File: src/rtl/gblur_pkg.sv
package gblur_pkg;

    typedef enum logic [1:0] {
        S_IDLE  = 2'd0,
        S_FILL  = 2'd1,
        S_DRAIN = 2'd2
    } scan_state_t;

    // advance a modulo-3 index
    function automatic logic [1:0] m3_inc(input logic [1:0] v);
        return (v == 2'd2) ? 2'd0 : v + 2'd1;
    endfunction

    // step a modulo-3 index back
    function automatic logic [1:0] m3_dec(input logic [1:0] v);
        return (v == 2'd0) ? 2'd2 : v - 2'd1;
    endfunction

    // bits needed to hold a full-scale pixel times a gain
    function automatic int sum_bits(input int pix_bits, input int gain);
        return $clog2(((1 << pix_bits) - 1) * gain + 1);
    endfunction

endpackage

File: src/rtl/gblur_scan_ctrl.sv
module gblur_scan_ctrl
    import gblur_pkg::*;
#(
    parameter int IMG_W = 16,
    parameter int IMG_H = 12,
    localparam int XW = $clog2(IMG_W + 1),
    localparam int YW = $clog2(IMG_H + 1)
) (
    input  logic          clk,
    input  logic          rst_n,
    input  logic          in_valid,
    input  logic          in_sof,
    input  logic          in_eol,
    input  logic          out_space,
    output logic          in_ready,
    output logic          step_go,
    output logic          step_take,
    output logic [XW-1:0] step_x,
    output logic [YW-1:0] step_y,
    output logic [1:0]    step_cm3,
    output logic [1:0]    step_rm3
);

    localparam logic [XW-1:0] X_LAST = XW'(IMG_W - 1);
    localparam logic [XW-1:0] X_END  = XW'(IMG_W);
    localparam logic [YW-1:0] Y_END  = YW'(IMG_H);

    scan_state_t   st_q, st_d;
    logic [XW-1:0] x_q, x_d, x_n;
    logic [YW-1:0] y_q, y_d, y_n;
    logic [1:0]    cm_q, cm_d, cm_n;
    logic [1:0]    rm_q, rm_d, rm_n;
    logic          acc, restart, framed, bad_eol, last_step;

    // state register
    always_ff @(posedge clk or negedge rst_n) begin
        if (!rst_n) begin
            st_q <= S_IDLE;
            x_q  <= '0;
            y_q  <= '0;
            cm_q <= 2'd0;
            rm_q <= 2'd0;
        end else begin
            st_q <= st_d;
            x_q  <= x_d;
            y_q  <= y_d;
            cm_q <= cm_d;
            rm_q <= rm_d;
        end
    end

    // outputs: handshake and effective scan position
    always_comb begin
        in_ready  = (st_q != S_DRAIN) && out_space;
        acc       = in_valid && in_ready;
        restart   = acc && in_sof;
        step_x    = restart ? '0 : x_q;
        step_y    = restart ? '0 : y_q;
        step_cm3  = restart ? 2'd0 : cm_q;
        step_rm3  = restart ? 2'd0 : rm_q;
        framed    = (st_q == S_FILL) || in_sof;
        bad_eol   = acc && framed && in_eol && (step_x != X_LAST);
        step_take = acc && framed && !bad_eol;
        step_go   = (st_q == S_DRAIN) ? out_space : step_take;
    end

    // next scan position
    always_comb begin
        last_step = (step_x == X_END) && (step_y == Y_END);
        if (last_step) begin
            x_n  = '0;
            y_n  = '0;
            cm_n = 2'd0;
            rm_n = 2'd0;
        end else if (step_x == X_END) begin
            x_n  = '0;
            y_n  = step_y + 1'b1;
            cm_n = 2'd0;
            rm_n = m3_inc(step_rm3);
        end else begin
            x_n  = step_x + 1'b1;
            y_n  = step_y;
            cm_n = m3_inc(step_cm3);
            rm_n = step_rm3;
        end
    end

    // next state
    always_comb begin
        st_d = st_q;
        x_d  = x_q;
        y_d  = y_q;
        cm_d = cm_q;
        rm_d = rm_q;
        if (step_go) begin
            x_d  = x_n;
            y_d  = y_n;
            cm_d = cm_n;
            rm_d = rm_n;
        end
        unique case (st_q)
            S_IDLE: begin
                if (step_go) st_d = S_FILL;
            end
            S_FILL: begin
                if (bad_eol)
                    st_d = S_IDLE;
                else if (step_go)
                    st_d = ((x_n == X_END) || (y_n == Y_END)) ? S_DRAIN : S_FILL;
            end
            S_DRAIN: begin
                if (step_go) begin
                    if (last_step)
                        st_d = S_IDLE;
                    else if ((x_n != X_END) && (y_n != Y_END))
                        st_d = S_FILL;
                    else
                        st_d = S_DRAIN;
                end
            end
            default: st_d = S_IDLE;
        endcase
    end

    AST_DRAIN_NO_INPUT: assert property (@(posedge clk) disable iff (!rst_n)
        (st_q == S_DRAIN) |-> !in_ready);
    AST_COL_MOD3: assert property (@(posedge clk) disable iff (!rst_n)
        (32'(cm_q) == 32'(x_q) % 3));
    AST_ROW_MOD3: assert property (@(posedge clk) disable iff (!rst_n)
        (32'(rm_q) == 32'(y_q) % 3));
    AST_SOF_RESTART: assert property (@(posedge clk) disable iff (!rst_n)
        (step_take && in_sof) |=> (x_q == XW'(1) && y_q == '0 && st_q == S_FILL));
    AST_EOL_ABORT: assert property (@(posedge clk) disable iff (!rst_n)
        bad_eol |=> (st_q == S_IDLE));

endmodule

File: src/rtl/gblur_hpass.sv
module gblur_hpass
    import gblur_pkg::*;
#(
    parameter int PIX_W  = 8,
    parameter int W_CTR  = 2,
    parameter int W_SIDE = 1,
    localparam int T1D = W_CTR + 2 * W_SIDE,
    localparam int H_W = sum_bits(PIX_W, T1D)
) (
    input  logic             clk,
    input  logic             rst_n,
    input  logic             load,
    input  logic [1:0]       cm3,
    input  logic [PIX_W-1:0] pix_in,
    output logic [H_W-1:0]   hout
);

    logic [PIX_W-1:0] win [3];
    logic [PIX_W-1:0] p_far, p_mid;

    // circular window indexed by column modulo 3
    always_ff @(posedge clk or negedge rst_n) begin
        if (!rst_n) begin
            for (int i = 0; i < 3; i++) win[i] <= '0;
        end else if (load) begin
            win[cm3] <= pix_in;
        end
    end

    // sum for the column one behind the arriving pixel
    always_comb begin
        p_far = win[m3_inc(cm3)];
        p_mid = win[m3_dec(cm3)];
        hout  = H_W'(p_far) * H_W'(W_SIDE)
              + H_W'(p_mid) * H_W'(W_CTR)
              + H_W'(pix_in) * H_W'(W_SIDE);
    end

endmodule

File: src/rtl/gblur_vpass.sv
module gblur_vpass
    import gblur_pkg::*;
#(
    parameter int PIX_W  = 8,
    parameter int IMG_W  = 16,
    parameter int W_CTR  = 2,
    parameter int W_SIDE = 1,
    localparam int T1D = W_CTR + 2 * W_SIDE,
    localparam int T2D = T1D * T1D,
    localparam int SH  = $clog2(T2D),
    localparam int H_W = sum_bits(PIX_W, T1D),
    localparam int V_W = sum_bits(PIX_W, T2D),
    localparam int CW  = $clog2(IMG_W)
) (
    input  logic             clk,
    input  logic             rst_n,
    input  logic             wr_en,
    input  logic [1:0]       rsel,
    input  logic [CW-1:0]    col,
    input  logic [H_W-1:0]   hin,
    input  logic             interior,
    output logic [PIX_W-1:0] vout
);

    localparam logic [V_W-1:0] PMAX = V_W'((1 << PIX_W) - 1);

    logic [H_W-1:0] lines [3][IMG_W];
    logic [H_W-1:0] h_up2, h_up1;
    logic [V_W-1:0] vp0, vp1, vp2, vnorm;

    // three-row store of horizontal sums, row index modulo 3
    always_ff @(posedge clk or negedge rst_n) begin
        if (!rst_n) begin
            for (int r = 0; r < 3; r++)
                for (int c = 0; c < IMG_W; c++)
                    lines[r][c] <= '0;
        end else if (wr_en) begin
            lines[rsel][col] <= hin;
        end
    end

    // running partial sum over rows y-2, y-1 and the live row
    always_comb begin
        h_up2 = lines[m3_inc(rsel)][col];
        h_up1 = lines[m3_dec(rsel)][col];
        vp0   = V_W'(h_up2) * V_W'(W_SIDE);
        vp1   = vp0 + V_W'(h_up1) * V_W'(W_CTR);
        vp2   = vp1 + V_W'(hin) * V_W'(W_SIDE);
        vnorm = vp2 >> SH;
        vout  = interior ? PIX_W'(vnorm) : '0;
    end

    AST_NO_OVERFLOW: assert property (@(posedge clk) disable iff (!rst_n)
        interior |-> (vnorm <= PMAX));

endmodule

File: src/rtl/gblur_stream.sv
module gblur_stream
    import gblur_pkg::*;
#(
    parameter int PIX_W  = 8,
    parameter int IMG_W  = 16,
    parameter int IMG_H  = 12,
    parameter int W_CTR  = 2,
    parameter int W_SIDE = 1
) (
    input  logic             clk,
    input  logic             rst_n,
    input  logic             in_valid,
    output logic             in_ready,
    input  logic [PIX_W-1:0] in_pix,
    input  logic             in_sof,
    input  logic             in_eol,
    output logic             out_valid,
    input  logic             out_ready,
    output logic [PIX_W-1:0] out_pix,
    output logic             out_sof,
    output logic             out_eol
);

    localparam int T1D = W_CTR + 2 * W_SIDE;
    localparam int H_W = sum_bits(PIX_W, T1D);
    localparam int XW  = $clog2(IMG_W + 1);
    localparam int YW  = $clog2(IMG_H + 1);
    localparam int CW  = $clog2(IMG_W);
    localparam logic [XW-1:0] X_TWO  = XW'(2);
    localparam logic [XW-1:0] X_ONE  = XW'(1);
    localparam logic [XW-1:0] X_LAST = XW'(IMG_W - 1);
    localparam logic [XW-1:0] X_END  = XW'(IMG_W);
    localparam logic [YW-1:0] Y_TWO  = YW'(2);
    localparam logic [YW-1:0] Y_ONE  = YW'(1);
    localparam logic [YW-1:0] Y_LAST = YW'(IMG_H - 1);

    logic             out_space, step_go, step_take;
    logic [XW-1:0]    step_x;
    logic [YW-1:0]    step_y;
    logic [1:0]       step_cm3, step_rm3;
    logic [H_W-1:0]   hsum;
    logic [PIX_W-1:0] vpix;
    logic             interior, produce, hwrite;
    logic [CW-1:0]    col;

    gblur_scan_ctrl #(.IMG_W(IMG_W), .IMG_H(IMG_H)) u_ctrl (
        .clk      (clk),
        .rst_n    (rst_n),
        .in_valid (in_valid),
        .in_sof   (in_sof),
        .in_eol   (in_eol),
        .out_space(out_space),
        .in_ready (in_ready),
        .step_go  (step_go),
        .step_take(step_take),
        .step_x   (step_x),
        .step_y   (step_y),
        .step_cm3 (step_cm3),
        .step_rm3 (step_rm3)
    );

    gblur_hpass #(.PIX_W(PIX_W), .W_CTR(W_CTR), .W_SIDE(W_SIDE)) u_hpass (
        .clk   (clk),
        .rst_n (rst_n),
        .load  (step_take),
        .cm3   (step_cm3),
        .pix_in(in_pix),
        .hout  (hsum)
    );

    gblur_vpass #(.PIX_W(PIX_W), .IMG_W(IMG_W), .W_CTR(W_CTR), .W_SIDE(W_SIDE)) u_vpass (
        .clk     (clk),
        .rst_n   (rst_n),
        .wr_en   (hwrite),
        .rsel    (step_rm3),
        .col     (col),
        .hin     (hsum),
        .interior(interior),
        .vout    (vpix)
    );

    // the step at scan (x,y) emits output position (x-1,y-1)
    always_comb begin
        out_space = !out_valid || out_ready;
        col       = CW'(step_x - 1'b1);
        hwrite    = step_take && (step_x >= X_TWO);
        produce   = step_go && (step_x >= X_ONE) && (step_y >= Y_ONE);
        interior  = (step_x >= X_TWO) && (step_x <= X_LAST)
                 && (step_y >= Y_TWO) && (step_y <= Y_LAST);
    end

    always_ff @(posedge clk or negedge rst_n) begin
        if (!rst_n) begin
            out_valid <= 1'b0;
            out_pix   <= '0;
            out_sof   <= 1'b0;
            out_eol   <= 1'b0;
        end else if (step_go) begin
            out_valid <= produce;
            out_pix   <= vpix;
            out_sof   <= (step_x == X_ONE) && (step_y == Y_ONE);
            out_eol   <= (step_x == X_END);
        end else if (out_ready) begin
            out_valid <= 1'b0;
        end
    end

    AST_HOLD_UNDER_STALL: assert property (@(posedge clk) disable iff (!rst_n)
        (out_valid && !out_ready) |=> (out_valid && $stable(out_pix) && $stable(out_sof)));

endmodule

File: config.mk
export PLATFORM = sky130hd
export DESIGN_NAME = gblur_stream
export DESIGN_NICKNAME = d
export VERILOG_FILES = /design/src/rtl/gblur_pkg.sv /design/src/rtl/gblur_scan_ctrl.sv /design/src/rtl/gblur_hpass.sv /design/src/rtl/gblur_vpass.sv /design/src/rtl/gblur_stream.sv
export SDC_FILE = /design/constraint.sdc
export NUM_CORES = 1
export LEC_CHECK = 0
export ABC_AREA = 1
export BUFFER_PORTS_ARGS = -buffer_cell sky130_fd_sc_hd__buf_2
export CELL_PAD_IN_SITES_DETAIL_PLACEMENT = 1
export CELL_PAD_IN_SITES_GLOBAL_PLACEMENT = 2
export CORE_ASPECT_RATIO = 0.7
export CORE_UTILIZATION = 38
export CTS_CLUSTER_DIAMETER = 50
export DETAILED_ROUTE_END_ITERATION = 16
export PLACE_DENSITY_LB_ADDON = 0.1
export SYNTH_ARGS = -nofsm -noshare
export SYNTH_HDL_FRONTEND = slang
export SYNTH_SLANG_ARGS = --single-unit
File: constraint.sdc
create_clock -name clk -period 6.8 [get_ports clk]
set_input_delay 0.68 -clock clk [delete_from_list [all_inputs] [get_ports clk]]
set_output_delay 0.68 -clock clk [all_outputs]
set_load 0.02 [all_outputs]
Word level (Yosys, flattened, before mapping):

Index checks and enable logic that the tools add are counted.

* add/subtract/negate cells: 11
* magnitude comparators: 16
* equality and inequality tests: 17
* mux-type cells: 54
* bitwise operators: 7
* reduce and logical (&&, ||, !) cells: 29

Operators by type and width (count)
* 160-bit two-way mux: 5
* 160-bit binary-select mux with 2-bit select: 2
* 480-bit bitwise mux: 1
* 160-bit demux with 2-bit select: 1
* 10-bit binary-select mux with 4-bit select: 2
* 10-bit two-way mux: 5
* 8-bit two-way mux: 6
* 10-bit demux with 4-bit select: 1
* 2-bit two-way mux: 17
* 8-bit binary-select mux with 2-bit select: 2
* 24-bit bitwise mux: 1
* 1-bit logical AND: 19
* 3-bit greater-or-equal comparator (second input constant): 6
* 2-bit inverter with 3-bit output: 6
* 8-bit demux with 2-bit select: 1
* 5-bit two-way mux: 3
* 10-bit by 11-bit adder with 12-bit output: 1
* 12-bit by 10-bit adder with 12-bit output: 1
* 4-bit two-way mux: 3
* 10-bit by 8-bit adder with 10-bit output: 1
* 8-bit by 9-bit adder with 10-bit output: 1
* 5-bit equality test (second input constant): 2
* 4-bit equality test (second input constant): 2
* 2-bit equality test (second input constant): 3
* other kinds (30): 42

* register bits: 530
* input bits: 14
* output and inout port bits: 12
* logic and storage cells: 194

Logic depth before layout (Yosys ltp):

* depth after elaboration: 18
* mapped depth: 34

Hierarchy:

From an unflattened synthesis, not the netlist that was laid out.

* cell total of the unflattened synthesis: 3881
* area, all modules: 29719.8 um2

By module, submodules not included
* gblur_vpass: instances 1, cells an instance 3383, area each 25989.9 um2, seq. area each 12011.5 um2
* gblur_hpass: instances 1, cells an instance 239, area each 1920.6 um2, seq. area each 600.6 um2
* gblur_scan_ctrl: instances 1, cells an instance 170, area each 1156.1 um2, seq. area each 375.4 um2
* gblur_stream: instances 1, cells an instance 89, area each 653.1 um2, seq. area each 275.3 um2

Worst setup path before layout:

No wires, ideal clock.

* kind: input to register
* start point: input port out_ready
* end point: register out_pix[6]
* setup time: 0.076 ns
* arrival: 5.897 ns
* required time: 6.724 ns
* path slack: 0.827 ns
* stages on the path: 31
* buffers on the path: 3
* cells stage by stage: inv_1 nand2_1 nand4_4 inv_2 nor2_1 inv_1 ha_1 clkbuf_1 inv_1 nor2_1 a22oi_1 fa_1 inv_1 ha_1 inv_1 fa_1 xor2_1 clkbuf_1 clkbuf_1 fa_1 inv_1 ha_1 a21oi_1 nor2_1 a211oi_1 o21ai_4 nand2_1 nand2_1 nand2_1 nand2_1 o21ai_1

* longest elaborated chain between the ends: 17
* elaborated cells on any way between the ends: 63
* those cells by class: add/sub (9); order compare (4); eq/ne (3); mux (28); bitwise (5); reduce/logical (14)

Ends and longest elaborated chain
* start, declared: line gblur_stream.sv:18 `input logic out_ready,`
* 1-bit logical OR (*): line gblur_stream.sv:84 `out_space = !out_valid || out_ready;`
* 1-bit logical AND: line gblur_scan_ctrl.sv:54 `in_ready = (st_q != S_DRAIN) && out_space;`
* 1-bit logical AND: line gblur_scan_ctrl.sv:55 `acc = in_valid && in_ready;`
* 1-bit logical AND: line gblur_scan_ctrl.sv:56 `restart = acc && in_sof;`
* 2-bit two-way mux: line gblur_scan_ctrl.sv:60 `step_rm3 = restart ? 2'd0 : rm_q;`
* 2-bit by 1-bit adder with 2-bit output, or another cell as far along: line gblur_pkg.sv:11 `return (v == 2'd2) ? 2'd0 : v + 2'd1;`
* 2-bit two-way mux, on equally long branches: line gblur_pkg.sv:11, gblur_pkg.sv:16
* 2-bit inverter with 3-bit output, on equally long branches: line gblur_vpass.sv:44, gblur_vpass.sv:45
* 160-bit binary-select mux with 2-bit select, on equally long branches: line gblur_vpass.sv:44, gblur_vpass.sv:45
* 160-bit two-way mux, on equally long branches (2 in series): line gblur_vpass.sv:44, gblur_vpass.sv:45
* 10-bit binary-select mux with 4-bit select, on equally long branches: line gblur_vpass.sv:44, gblur_vpass.sv:45
* 10-bit two-way mux, on equally long branches (2 in series): line gblur_vpass.sv:44, gblur_vpass.sv:45
* 10-bit by 11-bit adder with 12-bit output: line gblur_vpass.sv:47 `vp1 = vp0 + V_W'(h_up1) * V_W'(W_CTR);`
* 12-bit by 10-bit adder with 12-bit output: line gblur_vpass.sv:48 `vp2 = vp1 + V_W'(hin) * V_W'(W_SIDE);`
* 8-bit two-way mux: line gblur_vpass.sv:50 `vout = interior ? PIX_W'(vnorm) : '0;`
* end signal, assigned: line gblur_stream.sv:100 `out_pix <= vpix;`
* end, declared: line gblur_stream.sv:19 `output logic [PIX_W-1:0] out_pix,`

Mark *: on every way between the ends. The rest lies on a longest branch, timed or not. The select of a mux whose other input is x is not followed.
A chain may end at the register's enable or synchronous reset.

Final worst setup path:

* start point: register out_valid
* end point: register out_pix[7]

* elaborated cells on any way between the ends: 64
* those cells by class: add/sub (9); order compare (4); eq/ne (3); mux (28); bitwise (5); reduce/logical (15)

RTL lines
* start, declared: line gblur_stream.sv:17 `output logic out_valid,`
* start signal, assigned: line gblur_stream.sv:99 `out_valid <= produce;`
* 1-bit logical NOT (*): line gblur_stream.sv:84
* 1-bit logical OR (*): line gblur_stream.sv:84
* 1-bit logical AND (*): line gblur_scan_ctrl.sv:54
* 1-bit logical AND (*): line gblur_scan_ctrl.sv:55
* 1-bit logical AND (*): line gblur_scan_ctrl.sv:56
* 2-bit two-way mux (*): line gblur_scan_ctrl.sv:59 `step_cm3 = restart ? 2'd0 : cm_q;`
* 2-bit by 1-bit adder with 2-bit output, or another cell as far along: line gblur_pkg.sv:11
* 2-bit two-way mux, on equally long branches: line gblur_pkg.sv:11, gblur_pkg.sv:16
* 2-bit inverter with 3-bit output, on equally long branches: line gblur_hpass.sv:32, gblur_hpass.sv:33
* 8-bit binary-select mux with 2-bit select, on equally long branches: line gblur_hpass.sv:32, gblur_hpass.sv:33
* 8-bit two-way mux, on equally long branches (2 in series): line gblur_hpass.sv:32, gblur_hpass.sv:33
* 8-bit by 9-bit adder with 10-bit output (*): line gblur_hpass.sv:35 `+ H_W'(p_mid) * H_W'(W_CTR)`
* 10-bit by 8-bit adder with 10-bit output (*): line gblur_hpass.sv:36 `+ H_W'(pix_in) * H_W'(W_SIDE);`
* net hsum[8]: line gblur_stream.sv:41 `logic [H_W-1:0] hsum;`
* 12-bit by 10-bit adder with 12-bit output (*): line gblur_vpass.sv:48
* 8-bit two-way mux (*): line gblur_vpass.sv:50

Mark *: on every way through the listed nets, which the timed path passes. The rest lies on a longest branch. The select of a mux whose other input is x is not followed.

==> reports/summary.txt <==
====================================================================================================
Setup repair bufs after CTS                                                                        0
Number of buffers inserted during clock tree synthesis                                            69
Total iterations of the first detailed-routing run                                                 5
Cell type with the highest occurrence count on the critical path                        sky130_fd_sc_hd__nor2_1
Top Family by Delay on Critical Path                                                     adder cells
Hold Vio Cnt, Final                                                                                0
Total Die Area                                                                             80900 um2
Number of enable flip-flop cells after synthesis                                                   0
Fraction of final layout cells with drive strength greater than 1                             0.0685
Buffers added on ports                                                                            25
Vias per std cell                                                                               5.50
Main area contributors after synthesis                                                  sky130_fd_sc_hd__dfrtp_1 44%, sky130_fd_sc_hd__nand2_1 15%, sky130_fd_sc_hd__o21ai_0 13%, sky130_fd_sc_hd__nand3_1 4.5%, sky130_fd_sc_hd__inv_1 4.2%
Number of nets with antenna violations after routing                                               0
Number of fillers in the final layout                                                           9755
Class of the tightest hold or removal check                                              in -> async
Chip Width                                                                                    340 um
Area of the mapped netlist                                                                 30300 um2
Synthesized Nets                                                                                4185
Number of antenna violations at the first check in global routing                                  1
Master cell of the clock root buffer                                                    sky130_fd_sc_hd__clkbuf_16
Combined buffer and inverter count along the critical path                                         4
Largest area contributor in the synthesized netlist                                     sky130_fd_sc_hd__dfrtp_1
Arrival time worst endpoint                                                                  6540 ps
Sort of element at the end of the critical path                                            flip-flop
Leading cell type in the layout, fill and taps excluded                                 sky130_fd_sc_hd__nand2_1
Post-route clock skew                                                                        30.6 ps
Fin crit period                                                                              6040 ps
DIE HEIGHT                                                                                    238 um
Worst setup path class                                                                    reg -> reg
Global-route wire length before repair                                                     180000 um
Detailed Place HPWL                                                                         76400 um
Maximum number of pins on one net before global-route repair                                     165
Sequential share of the synthesized area                                                       0.438
Mean area per synthesized cell                                                              7.37 um2
Post-synthesis instance total                                                                   4113
Initial Util                                                                                   0.385
Routed via count                                                                               27800
CTS Sinks                                                                                        530
Detailed Route Iter0 Violations                                                                 2478
Vias in the first global route                                                                 26900
Max stage delay cell, worst path                                                        sky130_fd_sc_hd__fa_1
Flip-flop and latch count after synthesis                                                        530
Normalized max-slew margin                                                                     0.225
Nets@finish                                                                                     4025
Commonest cells after routing, fill and taps aside                                      1247 x sky130_fd_sc_hd__nand2_1, 795 x sky130_fd_sc_hd__o21ai_0, 530 x sky130_fd_sc_hd__dfrtp_1
Element type at the critical path start                                                    flip-flop
Drc violations                                                                                     0
Top Ports                                                                                         26
Final worst-path cycle share                                                                   0.888
Gpl congestion                                                                                 0.892
Total Wirelength                                                                           117000 um
Inserted Diodes                                                                                    0
Run status                                                                              complete, no violations
Final TNS setup                                                                                 0 ps
Fmax                                                                                         166 MHz
Placeable core area                                                                        78800 um2
Unrepaired setup endpoints after global routing                                                false
Distinct cell type count after synthesis                                                          56
Clk Latency, worst-skew pair                                                                  640 ps
Clock tree from TritonCTS                                                                       done
Main flop type after synthesis                                                          sky130_fd_sc_hd__dfrtp_1
Number of max-cap violations                                                                       0
Core Rows                                                                                         86
Post-CTS resize count                                                                              0
FFs w/ async S/R, synth                                                                         1.00
Maximum clock insertion buffer count                                                               3
Fin util                                                                                       0.422
Depth of the CTS H-tree                                                                            3
Sum of overflow across all layers after global routing                                             0
# hold bufs at CTS                                                                                 0
Slew at the pin with the worst max-slew slack                                                1160 ps
Final setup viols                                                                                  0
Wire length per cell after detailed routing                                                  23.1 um
Required @ worst endpoint                                                                    7300 ps
Global-route total usage across every layer                                                    0.292
Clock-pin slew reported for the worst setup and hold paths after clock tree synthesis          50 ps
Yosys Warn Count                                                                                   0
Maximum fanout along the worst path                                                                9
Post-synth top area share                                                                      0.438
Count of final max-slew check failures                                                             0
Layout overhead on the synthesized area                                                        9.77%
Slowest Stage Delay on Critical Path                                                          530 ps
====================================================================================================
-- kinds of logic after synthesis --
logic type / synth area share
AOI/OAI and AO/OA: 0.205
and+or+nand+nor: 0.227
DFF: 0.438
xor gates and xnor gates: 0.00202
buffers and inverters: 0.0937
adders and majority gates: 0.0282
muxes: 0.00648
-- synthesized netlist by cell type (3+ instances only) --
| library cell | n |
|---|---|
| sky130_fd_sc_hd__mux2i_1 | 14 |
| sky130_fd_sc_hd__a22oi_1 | 6 |
| sky130_fd_sc_hd__o21ai_0 | 795 |
| sky130_fd_sc_hd__buf_2 | 105 |
| sky130_fd_sc_hd__o311ai_0 | 5 |
| sky130_fd_sc_hd__o211ai_1 | 19 |
| sky130_fd_sc_hd__a21oi_1 | 189 |
| sky130_fd_sc_hd__inv_2 | 9 |
| sky130_fd_sc_hd__o311ai_1 | 3 |
| sky130_fd_sc_hd__nand3_4 | 4 |
| sky130_fd_sc_hd__o31ai_1 | 3 |
| sky130_fd_sc_hd__buf_4 | 37 |
| sky130_fd_sc_hd__dfrtp_1 | 530 |
| sky130_fd_sc_hd__nor2_2 | 3 |
| sky130_fd_sc_hd__o21a_1 | 6 |
| sky130_fd_sc_hd__ha_1 | 41 |
| sky130_fd_sc_hd__nand2_1 | 1247 |
| sky130_fd_sc_hd__nor2_1 | 96 |
| sky130_fd_sc_hd__a32o_1 | 3 |
| sky130_fd_sc_hd__fa_1 | 17 |
| sky130_fd_sc_hd__inv_1 | 336 |
| sky130_fd_sc_hd__o2111ai_1 | 13 |
| sky130_fd_sc_hd__clkinv_1 | 3 |
| sky130_fd_sc_hd__o21ai_1 | 44 |
| sky130_fd_sc_hd__nand2_4 | 9 |
| sky130_fd_sc_hd__buf_1 | 23 |
| sky130_fd_sc_hd__nand4_1 | 15 |
| sky130_fd_sc_hd__nand3_1 | 270 |
| sky130_fd_sc_hd__o22ai_1 | 10 |
| sky130_fd_sc_hd__a221o_1 | 16 |
| sky130_fd_sc_hd__mux2_2 | 5 |
| sky130_fd_sc_hd__a32oi_1 | 4 |
| sky130_fd_sc_hd__a211oi_1 | 6 |
| sky130_fd_sc_hd__a31oi_1 | 5 |
| sky130_fd_sc_hd__a221oi_1 | 12 |
| sky130_fd_sc_hd__buf_6 | 3 |
| sky130_fd_sc_hd__clkbuf_1 | 161 |
| sky130_fd_sc_hd__xor2_1 | 7 |
| sky130_fd_sc_hd__nor3_1 | 9 |
| sky130_fd_sc_hd__nand2_2 | 5 |
| sky130_fd_sc_hd__nor2_4 | 6 |
-- area by class of cell --
type | count | area, um2 | area share
Tap cell | 1056 | 1320 | 0.0397
Clock buffer | 95 | 2020 | 0.0607
Sequential cell | 530 | 13300 | 0.399
Clock inverter | 24 | 208 | 0.00624
Multi-Input combinational cell | 2905 | 14300 | 0.429
Inverter | 348 | 1320 | 0.0396
Timing Repair Buffer | 99 | 853 | 0.0257
-- metrics by stage --
step / hold slack (ps) / instances / setup WS (ps) / cell area (um2)
final: 13.0 / 5057 / 759 / 33300
after global routing: 32.6 / 5057 / 152 / 33300
after CTS: 14.9 / 5057 / 682 / 33300
after detailed placement: 468 / 4938 / 317 / 31000
after global placement: 461 / 4938 / 409 / 31000
after floorplan: 384 / 4113 / 827 / 30300
-- routing by layer --
layer	vias up	wire length [um]	GRT usage
li1	13200	-	-
met2	646	48400	0.419
met5	-	0	0
met3	118	6460	0.0393
met4	0	1800	0.0565
met1	13900	60200	0.461
-- worst register-to-register path, delay by kind of cell (launching register included) --
kind / cells / cell delay, ps
AOI/OAI and AO/OA: 6 / 920
buffers and inverters: 4 / 510
DFF: 1 / 400
and+or+nand+nor: 14 / 1710
adders and majority gates: 5 / 2120
xor gates and xnor gates: 1 / 290
-- state kept, by name (all words and copies together), names as in the netlist --
signal,count
out_sof,1
out_eol,1
u_ctrl.rm_q,2
out_pix,8
u_ctrl.y_q,4
u_vpass.lines,480
u_ctrl.st_q,2
u_ctrl.cm_q,2
u_ctrl.x_q,5
u_hpass.win,24
out_valid,1
-- worst paths after layout --
| path | start | end | slack (ps) | depth (start not counted) |
|---|---|---|---|---|
| setup / recovery | out_valid | out_pix[7] | 760 | 30 |
| hold / removal | rst_n | out_valid | 10 | 1 |
| setup reg to reg | out_valid | out_pix[7] | 760 | 30 |
| hold reg to reg | out_sof | out_sof | 480 | 2 |
| max in group asynchronous | rst_n | u_vpass.lines[157] | 5290 | 2 |
| min in group clk | in_pix[3] | u_hpass.win[19] | 300 | 3 |
Power is left out: the tool's default activity adds up to more than one toggle a clock period on the data nets, which glitch-free logic cannot reach.
